--- src/rtl/pwm3l_pkg.sv ---
package pwm3l_pkg;

  localparam logic [3:0] GATE_P = 4'b1100;
  localparam logic [3:0] GATE_O = 4'b0110;
  localparam logic [3:0] GATE_N = 4'b0011;

  // Upper threshold actually used: never below the lower one, and one step
  // above it when the leg visits both non-zero levels in a period.
  function automatic logic [15:0] eff_high(input logic [15:0] lo,
                                           input logic [15:0] hi,
                                           input logic [15:0] span);
    logic [15:0] h;
    h = (hi < lo) ? lo : hi;
    if ((lo != 16'd0) && (lo < span) && (h == lo))
      h = lo + 16'd1;
    return h;
  endfunction

  // Four-bit gate word {S1,S2,S3,S4} for one leg at one carrier value.
  function automatic logic [3:0] leg_gates(input logic [15:0] c,
                                           input logic [15:0] lo,
                                           input logic [15:0] hi,
                                           input logic [15:0] span,
                                           input logic        inv);
    logic [15:0] up_t;
    logic [15:0] v_lo;
    logic [15:0] v_hi;
    logic        a;
    logic        b;
    up_t = eff_high(lo, hi, span);
    if (!inv) begin
      a = (c < lo);
      b = (c < up_t);
      return {a, b, ~a, ~b};
    end
    v_lo = span - lo;
    v_hi = span - up_t;
    a = (c < v_lo);
    b = (c < v_hi);
    return ~{a, b, ~a, ~b};
  endfunction

endpackage

--- src/rtl/pwm3l_carrier.sv ---
module pwm3l_carrier #(
  parameter int HALF = 100,
  parameter int CW   = $clog2(HALF)
) (
  input  logic          clk,
  input  logic          rst_n,
  output logic [CW-1:0] cnt,
  output logic          reload
);
  localparam logic [CW-1:0] TOP = CW'(HALF - 1);

  logic rising;

  always_ff @(posedge clk or negedge rst_n) begin
    if (!rst_n) begin
      cnt    <= '0;
      rising <= 1'b1;
    end else if (rising) begin
      if (cnt == TOP) rising <= 1'b0;
      else            cnt    <= cnt + CW'(1);
    end else begin
      if (cnt == '0)  rising <= 1'b1;
      else            cnt    <= cnt - CW'(1);
    end
  end

  // last cycle of a period: falling and at the valley
  assign reload = !rising && (cnt == '0);
endmodule

--- src/rtl/pwm3l_regs.sv ---
module pwm3l_regs #(
  parameter int NPH  = 3,
  parameter int HALF = 100,
  parameter int TW   = $clog2(HALF + 1),
  parameter int AW   = 3,
  parameter int DW   = 16
) (
  input  logic              clk,
  input  logic              rst_n,
  input  logic              wr_en,
  input  logic [AW-1:0]     wr_addr,
  input  logic [DW-1:0]     wr_data,
  input  logic              load,
  output logic [NPH*TW-1:0] act_lo,
  output logic [NPH*TW-1:0] act_hi,
  output logic [NPH-1:0]    act_mask
);
  localparam logic [AW-1:0] MASK_ADDR = AW'(2 * NPH);

  logic [TW-1:0]  wval;
  logic [NPH-1:0] sh_mask;

  assign wval = (wr_data > DW'(HALF)) ? TW'(HALF) : wr_data[TW-1:0];

  for (genvar p = 0; p < NPH; p++) begin : g_ph
    logic [TW-1:0] sh_lo, sh_hi, ac_lo, ac_hi;

    always_ff @(posedge clk or negedge rst_n) begin
      if (!rst_n) begin
        sh_lo <= '0;
        sh_hi <= TW'(HALF);
        ac_lo <= '0;
        ac_hi <= TW'(HALF);
      end else begin
        if (load) begin
          ac_lo <= sh_lo;
          ac_hi <= sh_hi;
        end
        if (wr_en && (wr_addr == AW'(2 * p)))     sh_lo <= wval;
        if (wr_en && (wr_addr == AW'(2 * p + 1))) sh_hi <= wval;
      end
    end

    assign act_lo[p*TW +: TW] = ac_lo;
    assign act_hi[p*TW +: TW] = ac_hi;
  end

  always_ff @(posedge clk or negedge rst_n) begin
    if (!rst_n) begin
      sh_mask  <= '0;
      act_mask <= '0;
    end else begin
      if (load) act_mask <= sh_mask;
      if (wr_en && (wr_addr == MASK_ADDR)) sh_mask <= wr_data[NPH-1:0];
    end
  end
endmodule

--- src/rtl/pwm3l_leg.sv ---
module pwm3l_leg #(
  parameter int HALF = 100,
  parameter int CW   = $clog2(HALF),
  parameter int TW   = $clog2(HALF + 1)
) (
  input  logic [CW-1:0] carrier,
  input  logic [TW-1:0] lo,
  input  logic [TW-1:0] hi,
  input  logic          inv,
  output logic [3:0]    gates
);
  always_comb begin
    gates = pwm3l_pkg::leg_gates(16'(carrier), 16'(lo), 16'(hi), 16'(HALF), inv);
  end
endmodule

--- src/rtl/pwm3l_gate_top.sv ---
module pwm3l_gate_top #(
  parameter int NPH  = 3,
  parameter int HALF = 100,
  parameter int AW   = 3,
  parameter int DW   = 16
) (
  input  logic                       clk,
  input  logic                       rst_n,
  input  logic                       wr_en,
  input  logic [AW-1:0]              wr_addr,
  input  logic [DW-1:0]              wr_data,
  output logic [$clog2(HALF)-1:0]    carrier_o,
  output logic [4*NPH-1:0]           gate_o
);
  localparam int CW = $clog2(HALF);
  localparam int TW = $clog2(HALF + 1);

  logic              period_reload;
  logic [NPH*TW-1:0] act_lo;
  logic [NPH*TW-1:0] act_hi;
  logic [NPH-1:0]    act_mask;

  pwm3l_carrier #(.HALF(HALF), .CW(CW)) u_carrier (
    .clk    (clk),
    .rst_n  (rst_n),
    .cnt    (carrier_o),
    .reload (period_reload)
  );

  pwm3l_regs #(.NPH(NPH), .HALF(HALF), .TW(TW), .AW(AW), .DW(DW)) u_regs (
    .clk      (clk),
    .rst_n    (rst_n),
    .wr_en    (wr_en),
    .wr_addr  (wr_addr),
    .wr_data  (wr_data),
    .load     (period_reload),
    .act_lo   (act_lo),
    .act_hi   (act_hi),
    .act_mask (act_mask)
  );

  for (genvar p = 0; p < NPH; p++) begin : g_leg
    pwm3l_leg #(.HALF(HALF), .CW(CW), .TW(TW)) u_leg (
      .carrier (carrier_o),
      .lo      (act_lo[p*TW +: TW]),
      .hi      (act_hi[p*TW +: TW]),
      .inv     (act_mask[p]),
      .gates   (gate_o[4*p +: 4])
    );
  end
endmodule

--- config.mk ---
export PLATFORM = sky130hd
export DESIGN_NAME = pwm3l_gate_top
export DESIGN_NICKNAME = d
export VERILOG_FILES = /design/src/rtl/pwm3l_pkg.sv /design/src/rtl/pwm3l_carrier.sv /design/src/rtl/pwm3l_regs.sv /design/src/rtl/pwm3l_leg.sv /design/src/rtl/pwm3l_gate_top.sv
export SDC_FILE = /design/constraint.sdc
export NUM_CORES = 1
export LEC_CHECK = 0
export BUFFER_PORTS_ARGS = -buffer_cell sky130_fd_sc_hd__clkbuf_2
export CAP_MARGIN = 40
export CORE_ASPECT_RATIO = 1.4
export CORE_MARGIN = 8
export CORE_UTILIZATION = 45
export DETAILED_ROUTE_END_ITERATION = 16
export PLACE_DENSITY = 0.74
export SLEW_MARGIN = 15
export SYNTH_ARGS = -nofsm -noshare
export SYNTH_HDL_FRONTEND = slang
export SYNTH_SLANG_ARGS = --single-unit
--- constraint.sdc ---
create_clock -name clk -period 5.4 [get_ports clk]
set_input_delay 1.08 -clock clk [delete_from_list [all_inputs] [get_ports clk]]
set_output_delay 1.08 -clock clk [all_outputs]
set_load 0.005 [all_outputs]
==> impl_summary.log, run 1 <==
[metrics] Cell variety after synth: 73
[metrics] upper clock frequency limit: roughly 0.19 GHz
[metrics] DR vias: ~7300
[metrics] slack of the worst reg-to-reg path: 2.63 ns
[metrics] hold depth: 2
[metrics] number of rows in the core area: between 50 and 60
[metrics] hold buffers post-CTS: 0
[metrics] routed len/inst: approximately 17 um
[metrics] share of final-layout standard cells stronger than drive strength 1: 0.213
[metrics] number of register bits inferred by synthesis: 98
[metrics] count of unresolved DRC violations after routing: 0
[metrics] total global routing overflow: 0
[metrics] headroom to the max-slew limit: 0.442
[metrics] nets@finish: between 1000 and 1500
[metrics] share of flip-flops with an asynchronous set or reset after synthesis: 1.00
[metrics] kind of start point of the critical path: flip-flop
[metrics] gp weighted congestion: 0.933
[metrics] slew at the pin with the worst max-slew slack: 0.837 ns
[metrics] TritonCTS clock tree: yes
[metrics] post-route clock skew: 0.00718 ns
[metrics] n_diodes: 0
[metrics] Fillers: ~1700
[metrics] hold worst-path end: u_regs.g_ph[2].ac_hi[6]
[metrics] Tot GR Track Use: 0.187
[metrics] unrepaired setup endpoints after global routing: yes
[metrics] data required time at the worst endpoint: 4.32 ns
[metrics] run status: finished clean
[metrics] Clock Tree Buf Depth: 2
[metrics] cell type with the largest total area after synthesis: dfrtp_1
[metrics] worst reg2reg path endpoint: u_regs.g_ph[2].ac_lo[2]
[metrics] crit path from: u_regs.g_ph[0].ac_hi[6]
[metrics] number of buffers added on ports: 40
[metrics] Yosys Warn Count: 0
[metrics] number of violations reported at the end of detailed-routing iteration 0: ~470
[metrics] total wirelength of the detailed-routed design: around 21000 um
[metrics] main area contributors after synthesis: dfrtp_1, ha_1, nand2_1
[metrics] first-pass GRT wire length: roughly 34000 um
[metrics] Hold/Removal Path Class: flip-flop to flip-flop
[metrics] most common flop cell mapped by yosys: dfrtp_1
[metrics] cell count of the worst reg-to-reg path: 5
[metrics] Die Height: approximately 170 um
[metrics] horizontal die dimension: about 130 um
[metrics] count of antenna-violating nets left after detailed routing: 0
[metrics] Post-Synthesis Cell Area: between 8000 and 9000 um2
[metrics] Inserted Clock Buffers: 9
[metrics] number of hold-slack violations in the final timing report: 0
[metrics] period utilisation layout: 0.989
[metrics] Gate Count Post-Synth: around 950
[metrics] insertion delay of the later-clocked pin in the worst-skew pair: ~0.34 ns
[metrics] data arrival time of the critical path: ~4.3 ns
[metrics] Finish-stage setup viols: 0
[metrics] max capacitance violation total: 0
[metrics] Core Region: between 15000 and 20000 um2
[metrics] largest vdd supply drop: 0.163 mV
[metrics] H-tree levels: 3
[metrics] total iterations of the first detailed-routing run: 5
[metrics] most used standard cells in the synthesized netlist: nand2_1, o21ai_0, ha_1
[metrics] final number of max-transition violations: 0
[metrics] CP endpoint kind: output port
[metrics] reg-to-reg critical path startpoint: u_carrier.cnt[3]
[metrics] number of antenna violations at the first check in global routing: 0
[metrics] area occupied by registers: ~2500 um2
[metrics] Post-Synthesis Mean Instance Area: approximately 8.4 um2
[metrics] Setup CP Type: flip-flop to output port
[metrics] number of synthesized flops with an enable pin: 0
[metrics] share of the synthesized area in the top cell type: 0.246
[metrics] Root Buffer Master: clkbuf_16
[metrics] sequential area share after synthesis: 0.308
[metrics] Reg clk slew, reported paths: ~0.070 ns
[metrics] beginning of the worst hold path: u_regs.g_ph[2].sh_hi[6]
[metrics] total die area: 22400 um2
[metrics] multi-input logic area: about 5500 um2
[metrics] vias in the first global route: 7078
[metrics] growth of design area from synthesis to finish: 18.1%
[metrics] pin count of the biggest net entering global routing: between 60 and 70
[metrics] Max FO, Critical Path: 8
[metrics] sinks on the clock net: 98
[metrics] final worst path period need: roughly 5.3 ns
[metrics] ratio of total power to cell area: 208 nW/um2
[metrics] half-perimeter wire length after detailed placement: between 15000 and 20000 um
[metrics] total I/O pin count: ~40
[metrics] leakage power of the design: ~4.3 nW
[metrics] starting density of the core: 0.454
[metrics] Post-Route Setup TNS: 0 ns
[metrics] post-DR vias/cell: around 5.7
[metrics] Final Hold Slack: 0.453 ns
[metrics] most numerous cell in the Yosys netlist: nand2_1
==> cells by family (layout without fill, tap and decap cells) <==
kind of cell,after synthesis,after routing,share of synthesized area
AND/OR/NAND/NOR,330,330,0.187
AO/OA/AOI/OAI,280,280,0.230
adder cells (fa/ha/maj),104,104,0.162
flip-flops,98,98,0.308
buffers and inverters,77,164,0.0406
XOR/XNOR,56,56,0.0610
multiplexers,8,8,0.0107
other,1,3,0.000467
==> critical path, cell delays in order, from the launching register on <==
cell and delay, ns:
dfstp_2 0.57, ha_1 0.29, and4_2 0.29, a211oi_4 0.28
buf_4 0.16, a21o_4 0.14, o221ai_4 0.16, ha_4 0.21
nor2_4 0.11, nor2_4 0.05, a21oi_2 0.15, xnor2_1 0.09
ha_1 0.34, buf_4 0.12, a21oi_1 0.05, or3_1 0.40
a221oi_2 0.25, a311o_1 0.16, clkbuf_2 0.11
==> metrics by stage <==
stage	util	setup WS (ns)	std cells	total power, mW	cell area [um2]
global placement	0.485	0.245	1225	1.23	8580
floorplan	-	0.334	956	1.12	8040
finish	0.536	0.0568	1283	1.97	9490
CTS	0.508	-0.00856	1247	1.91	8990
global route	0.536	-0.102	1283	2.07	9490
detailed placement	0.485	0.0780	1226	1.24	8590
==> routing by layer <==
layer / GRT usage / share of wire / up-vias / wire length (um)
li1: - / - / 3594 / -
met1: 0.218 / 0.42 / 3466 / 8850
met2: 0.329 / 0.51 / 192 / 10900
met3: 0.0224 / 0.032 / 60 / 682
met4: 0.0885 / 0.040 / 0 / 848
met5: 0 / 0 / - / 0
==> registers in the layout, indices dropped and copies added (netlist names) <==
name,cells
u_regs.g_ph.sh_hi,21
u_carrier.cnt,7
u_regs.g_ph.ac_hi,21
u_regs.sh_mask,3
u_regs.act_mask,3
u_regs.g_ph.ac_lo,21
u_carrier.rising,1
u_regs.g_ph.sh_lo,21
==> placed cells by master, fill, tap and decap left out, types with 9 or more instances in the layout <==
| master | count |
|---|---|
| nand2_1 | 176 |
| o21ai_0 | 100 |
| ha_1 | 95 |
| dfrtp_1 | 71 |
| buf_4 | 67 |
| nor2_1 | 44 |
| xnor2_1 | 38 |
| clkbuf_2 | 37 |
| a21oi_1 | 36 |
| inv_1 | 30 |
| a21o_1 | 24 |
| nand3_1 | 21 |
| nor2b_1 | 19 |
| dfstp_2 | 19 |
| xor2_1 | 18 |
| nor3_1 | 14 |
| nand2b_1 | 13 |
| a31oi_1 | 11 |
| o21a_1 | 9 |
| clkbuf_16 | 9 |
==> what timing repair did <==
action                                  4_1_cts  5_1_grt
endpoints found under the setup margin        6        6
buffers inserted                              5       34
gates cloned                                  0        1
pin swaps                                     5       29
resized for setup                            15       58
==> power breakdown <==
part           internal, mW  leakage, nW  total (mW)  switching, mW
logic                 0.239         2.92       0.511          0.272
clock network         0.387        0.153       0.659          0.273
registers             0.781         1.25       0.803         0.0223
==> how the worst max path moves through the flow <==
stage,endpoint,cells past startpoint
after global routing,gate_o[2],18
after CTS,gate_o[2],17
after global placement,gate_o[2],16
final,gate_o[2],18
after floorplan,gate_o[6],20
after detailed placement,gate_o[2],16
==> cell type report <==
type / instances / area share
tap: 240 / 0.0316
clock buffer: 11 / 0.0266
timing repair buffer: 111 / 0.0803
sequential: 98 / 0.262
inverter: 37 / 0.0146
clock inverter: 5 / 0.00633
multi-input combinational: 781 / 0.579
(Power assumes the default switching activity.)
==> run 2, diff against run 1 <==
--- a/config.mk
+++ b/config.mk
@@ -10,6 +10,7 @@
 export CORE_ASPECT_RATIO = 1.4
 export CORE_MARGIN = 8
 export CORE_UTILIZATION = 45
+export CTS_BUF_LIST = sky130_fd_sc_hd__clkbuf_8
 export DETAILED_ROUTE_END_ITERATION = 16
 export PLACE_DENSITY = 0.74
 export SLEW_MARGIN = 15
==> constraint.sdc (replaced) <==
create_clock -name clk -period 5.82 [get_ports clk]
set_input_delay 1.164 -clock clk [delete_from_list [all_inputs] [get_ports clk]]
set_output_delay 1.164 -clock clk [all_outputs]
set_load 0.005 [all_outputs]
==> run 2 against run 1 <==
Effect of this change:
- design area is 5.8% lower
- cell count is 2.7% lower
- highest routed layer unchanged
- clock-buffer cell count stayed put
- non-clock buffer count is 34 lower
- clock power is 39% lower
- clock skew is 0.0018 ns higher
- sequential power is 7.2% lower
- critical path type unchanged
- critical path depth stayed put
- first-iteration DRC count is 16% higher
==> impl_summary.log, run 2 (synthesis results as in run 1) <==
[metrics] most frequent standard cell in the layout excluding fill and tap cells: nand2_1 (unchanged)
[metrics] post-DR vias/cell: 5.70 (about the same)
[metrics] horizontal die dimension: 129 um (unchanged)
[metrics] kind of cell adding the most delay to the critical path: compound AO/OA/AOI/OAI gates (unchanged)
[metrics] Finish-stage setup viols: 0 (unchanged)
[metrics] total iterations of the first detailed-routing run: 5 (unchanged)
[metrics] worst setup slack before clock tree synthesis: 0.327 ns (was 0.0780 ns)
[metrics] final core utilization: 0.505 (was 0.536)
[metrics] DR vias: 7125 (was 7312)
[metrics] data required time at the worst endpoint: 4.66 ns (was 4.32 ns)
[metrics] share of final-layout standard cells stronger than drive strength 1: 0.161 (was 0.213)
[metrics] number of antenna violations at the first check in global routing: 0 (unchanged)
[metrics] Setup CP Type: flip-flop to output port (unchanged)
[metrics] period utilisation layout: 0.966
[metrics] total die area: 22400 um2 (unchanged)
[metrics] cell chain of the critical path: inv_1 > ha_2 > or3b_1 > o31a_1 > buf_4 > o211ai_1 > o221ai_4 > ha_1 > nor2_1 > nor2_1 > a21oi_1 > xnor2_1 > ha_1 > a21oi_1 > or3_1 > a221oi_2 > a311o_1 > clkbuf_2 (was ha_1 > and4_2 > a211oi_4 > buf_4 > a21o_4 > o221ai_4 > ha_4 > nor2_4 > nor2_4 > a21oi_2 > xnor2_1 > ha_1 > buf_4 > a21oi_1 > or3_1 > a221oi_2 > a311o_1 > clkbuf_2)
[metrics] reg-to-reg critical path startpoint: u_carrier.cnt[2] (was u_carrier.cnt[3])
[metrics] pin count of the biggest net entering global routing: 69 (unchanged)
[metrics] hold depth: 2 (unchanged)
[metrics] insertion delay of the later-clocked pin in the worst-skew pair: 0.35 ns (was 0.34 ns)
[metrics] H-tree levels: 3 (unchanged)
[metrics] number of rows in the core area: 58 (unchanged)
[metrics] Sw Ratio: 0.306 (was 0.287)
[metrics] largest stage delay on the critical path: 0.47 ns (was 0.57 ns)
[metrics] power dissipated by switching net loads: 0.482 mW (was 0.566 mW)
[metrics] Clock Tree Buf Depth: 2 (unchanged)
[metrics] Inserted Clock Buffers: 9 (unchanged)
[metrics] ratio of total power to cell area: 176 nW/um2 (was 208 nW/um2)
[metrics] routed len/inst: 16.3 um (was 16.6 um)
[metrics] leakage power of the design: 4.09 nW (was 4.32 nW)
[metrics] number of hold-slack violations in the final timing report: 0 (unchanged)
[metrics] hold buffers post-CTS: 0 (unchanged)
[metrics] Final Power: 1.57 mW (was 1.97 mW)
[metrics] n_diodes: 0 (unchanged)
[metrics] Fillers: 1735 (was 1652)
[metrics] growth of design area from synthesis to finish: 11.3% (was 18.1%)
[metrics] area occupied by registers: 2490 um2 (about the same)
[metrics] nets@finish: 1127 (was 1161)
[metrics] Max FO, Critical Path: 10 (was 8)
[metrics] internal power of the cells: 1.09 mW (was 1.41 mW)
[metrics] vias in the first global route: 6676 (was 7078)
[metrics] count of antenna-violating nets left after detailed routing: 0 (unchanged)
[metrics] number of violations reported at the end of detailed-routing iteration 0: 546 (was 471)
[metrics] Hold/Removal Path Class: flip-flop to flip-flop (unchanged)
[metrics] slew at the pin with the worst max-slew slack: 0.801 ns (was 0.837 ns)
[metrics] headroom to the max-slew limit: 0.463 (was 0.442)
[metrics] CP endpoint kind: output port (unchanged)
[metrics] data arrival time of the critical path: 4.46 ns (was 4.26 ns)
[metrics] slowest stage cell on the critical path: dfrtp_2 (was dfstp_2)
[metrics] commonest cells after routing, fill and taps aside: nand2_1, o21ai_0, ha_1 (unchanged)
[metrics] post-route clock skew: 0.00895 ns (was 0.00718 ns)
[metrics] share of total power in the clock network: 0.257 (was 0.334)
[metrics] kind of start point of the critical path: flip-flop (unchanged)
[metrics] non-filler cells in the finished layout: 1249 (was 1283)
[metrics] sequential group share of total power: 0.474 (was 0.407)
[metrics] starting density of the core: 0.454 (unchanged)
[metrics] placed instance count: 1216 (was 1226)
[metrics] cell count of the worst reg-to-reg path: 6 (was 5)
[metrics] total global routing overflow: 0 (unchanged)
[metrics] Die Height: 174 um (unchanged)
[metrics] final worst path period need: ~5.6 ns
[metrics] max capacitance violation total: 0 (unchanged)
[metrics] Tot GR Track Use: 0.178 (was 0.187)
[metrics] multi-input logic area: 5340 um2 (was 5490 um2)
[metrics] Root Buffer Master: clkbuf_8 (was clkbuf_16)
[metrics] upper clock frequency limit: 0.178 GHz
[metrics] total wirelength of the detailed-routed design: 20300 um (was 21300 um)
[metrics] slack of the worst reg-to-reg path: 3.06 ns (was 2.63 ns)
[metrics] half-perimeter wire length after detailed placement: 15100 um (was 15400 um)
[metrics] final number of max-transition violations: 0 (unchanged)
[metrics] crit path from: u_regs.g_ph[0].ac_lo[0] (was u_regs.g_ph[0].ac_hi[6])
[metrics] sinks on the clock net: 98 (unchanged)
[metrics] beginning of the worst hold path: u_regs.g_ph[2].sh_hi[2] (was u_regs.g_ph[2].sh_hi[6])
[metrics] total I/O pin count: 41 (unchanged)
[metrics] hold worst-path end: u_regs.g_ph[2].ac_hi[2] (was u_regs.g_ph[2].ac_hi[6])
[metrics] count of unresolved DRC violations after routing: 0 (unchanged)
[metrics] first-pass GRT wire length: 32600 um (was 34300 um)
[metrics] power share of the combinational group: 0.269 (was 0.259)
[metrics] Reg clk slew, reported paths: 0.09 ns (was 0.07 ns)
[metrics] gp weighted congestion: 0.933 (unchanged)
[metrics] number of buffers added on ports: 40 (unchanged)
[metrics] TritonCTS clock tree: yes (unchanged)
[metrics] buffer and inverter count on the worst path: 3 (unchanged)
[metrics] worst reg2reg path endpoint: u_regs.g_ph[0].ac_lo[0] (was u_regs.g_ph[2].ac_lo[2])
[metrics] largest vdd supply drop: 0.110 mV (was 0.163 mV)
[metrics] Core Region: 17700 um2 (unchanged)
[metrics] Post-Route Setup TNS: 0 ns (unchanged)
[metrics] run status: finished clean (unchanged)
[metrics] Worst Setup Slack, final: 0.196 ns (was 0.0568 ns)
==> run 2: cell count changes in the layout (fill, tap and decap cells not counted), sizes merged <==
cell      previous run  this run
buf                 73        37
clkinv               1         4
clkbuf              48        50
bufinv               1         0
clkinvlp             1         0
inv                 39        38
==> run 2: power by group through the flow <==
stage | Sequential, mW | Clock [mW] | Combinational [mW]
finish | 0.745 | 0.405 | 0.423
global route | 0.750 | 0.441 | 0.473
CTS | 0.745 | 0.414 | 0.395
detailed placement | 0.758 | 0 | 0.392
global placement | 0.756 | 0 | 0.382
floorplan | 0.750 | 0 | 0.288
==> run 2: per-stage QoR <==
step / area (um2) / hold WS (ns)
detailed placement: 8520 / 0.441
finish: 8940 / 0.454
floorplan: 8040 / 0.433
global placement: 8500 / 0.440
CTS: 8700 / 0.456
global route: 8940 / 0.475
==> run 2: what timing repair did <==
| action | in CTS | in global routing |
|---|---|---|
| endpoints found under the setup margin | 2 | 6 |
| pin swaps | 0 | 5 |
| resized for setup | 1 | 37 |
| gates cloned | 0 | 1 |
| buffers inserted | 0 | 16 |
==> run 2: worst reg2reg max path, cell delays in order, from the launching register on <==
cell and delay, ns:
dfrtp_1 0.69, or3_1 0.50, or4_1 0.46, nor3_2 0.19
buf_4 0.54, nand2_1 0.18, o21ai_0 0.12
==> run 2: routing by layer <==
layer / track usage / wire, um / vias up
li1: - / - / 3515
met1: 0.210 / 8610 / 3391
met2: 0.313 / 10400 / 179
met3: 0.0212 / 680 / 40
met4: 0.0781 / 664 / 0
met5: 0 / 0 / -
==> run 2: worst max path at each step <==
| stage | cells after the start | endpoint | slack (ns) |
|---|---|---|---|
| floorplan | 20 | gate_o[6] | 0.67 |
| global placement | 17 | gate_o[2] | 0.43 |
| detailed placement | 18 | gate_o[2] | 0.33 |
| CTS | 18 | gate_o[2] | 0.01 |
| global route | 18 | gate_o[2] | -0.03 |
| finish | 18 | gate_o[2] | 0.20 |
==> run 2: layout make-up <==
| class | instances | share of cell area |
|---|---|---|
| timing repair buffer | 77 | 0.0550 |
| clock buffer | 11 | 0.0169 |
| multi-input combinational | 781 | 0.597 |
| clock inverter | 5 | 0.00350 |
| tap | 240 | 0.0336 |
| sequential | 98 | 0.278 |
| inverter | 37 | 0.0155 |
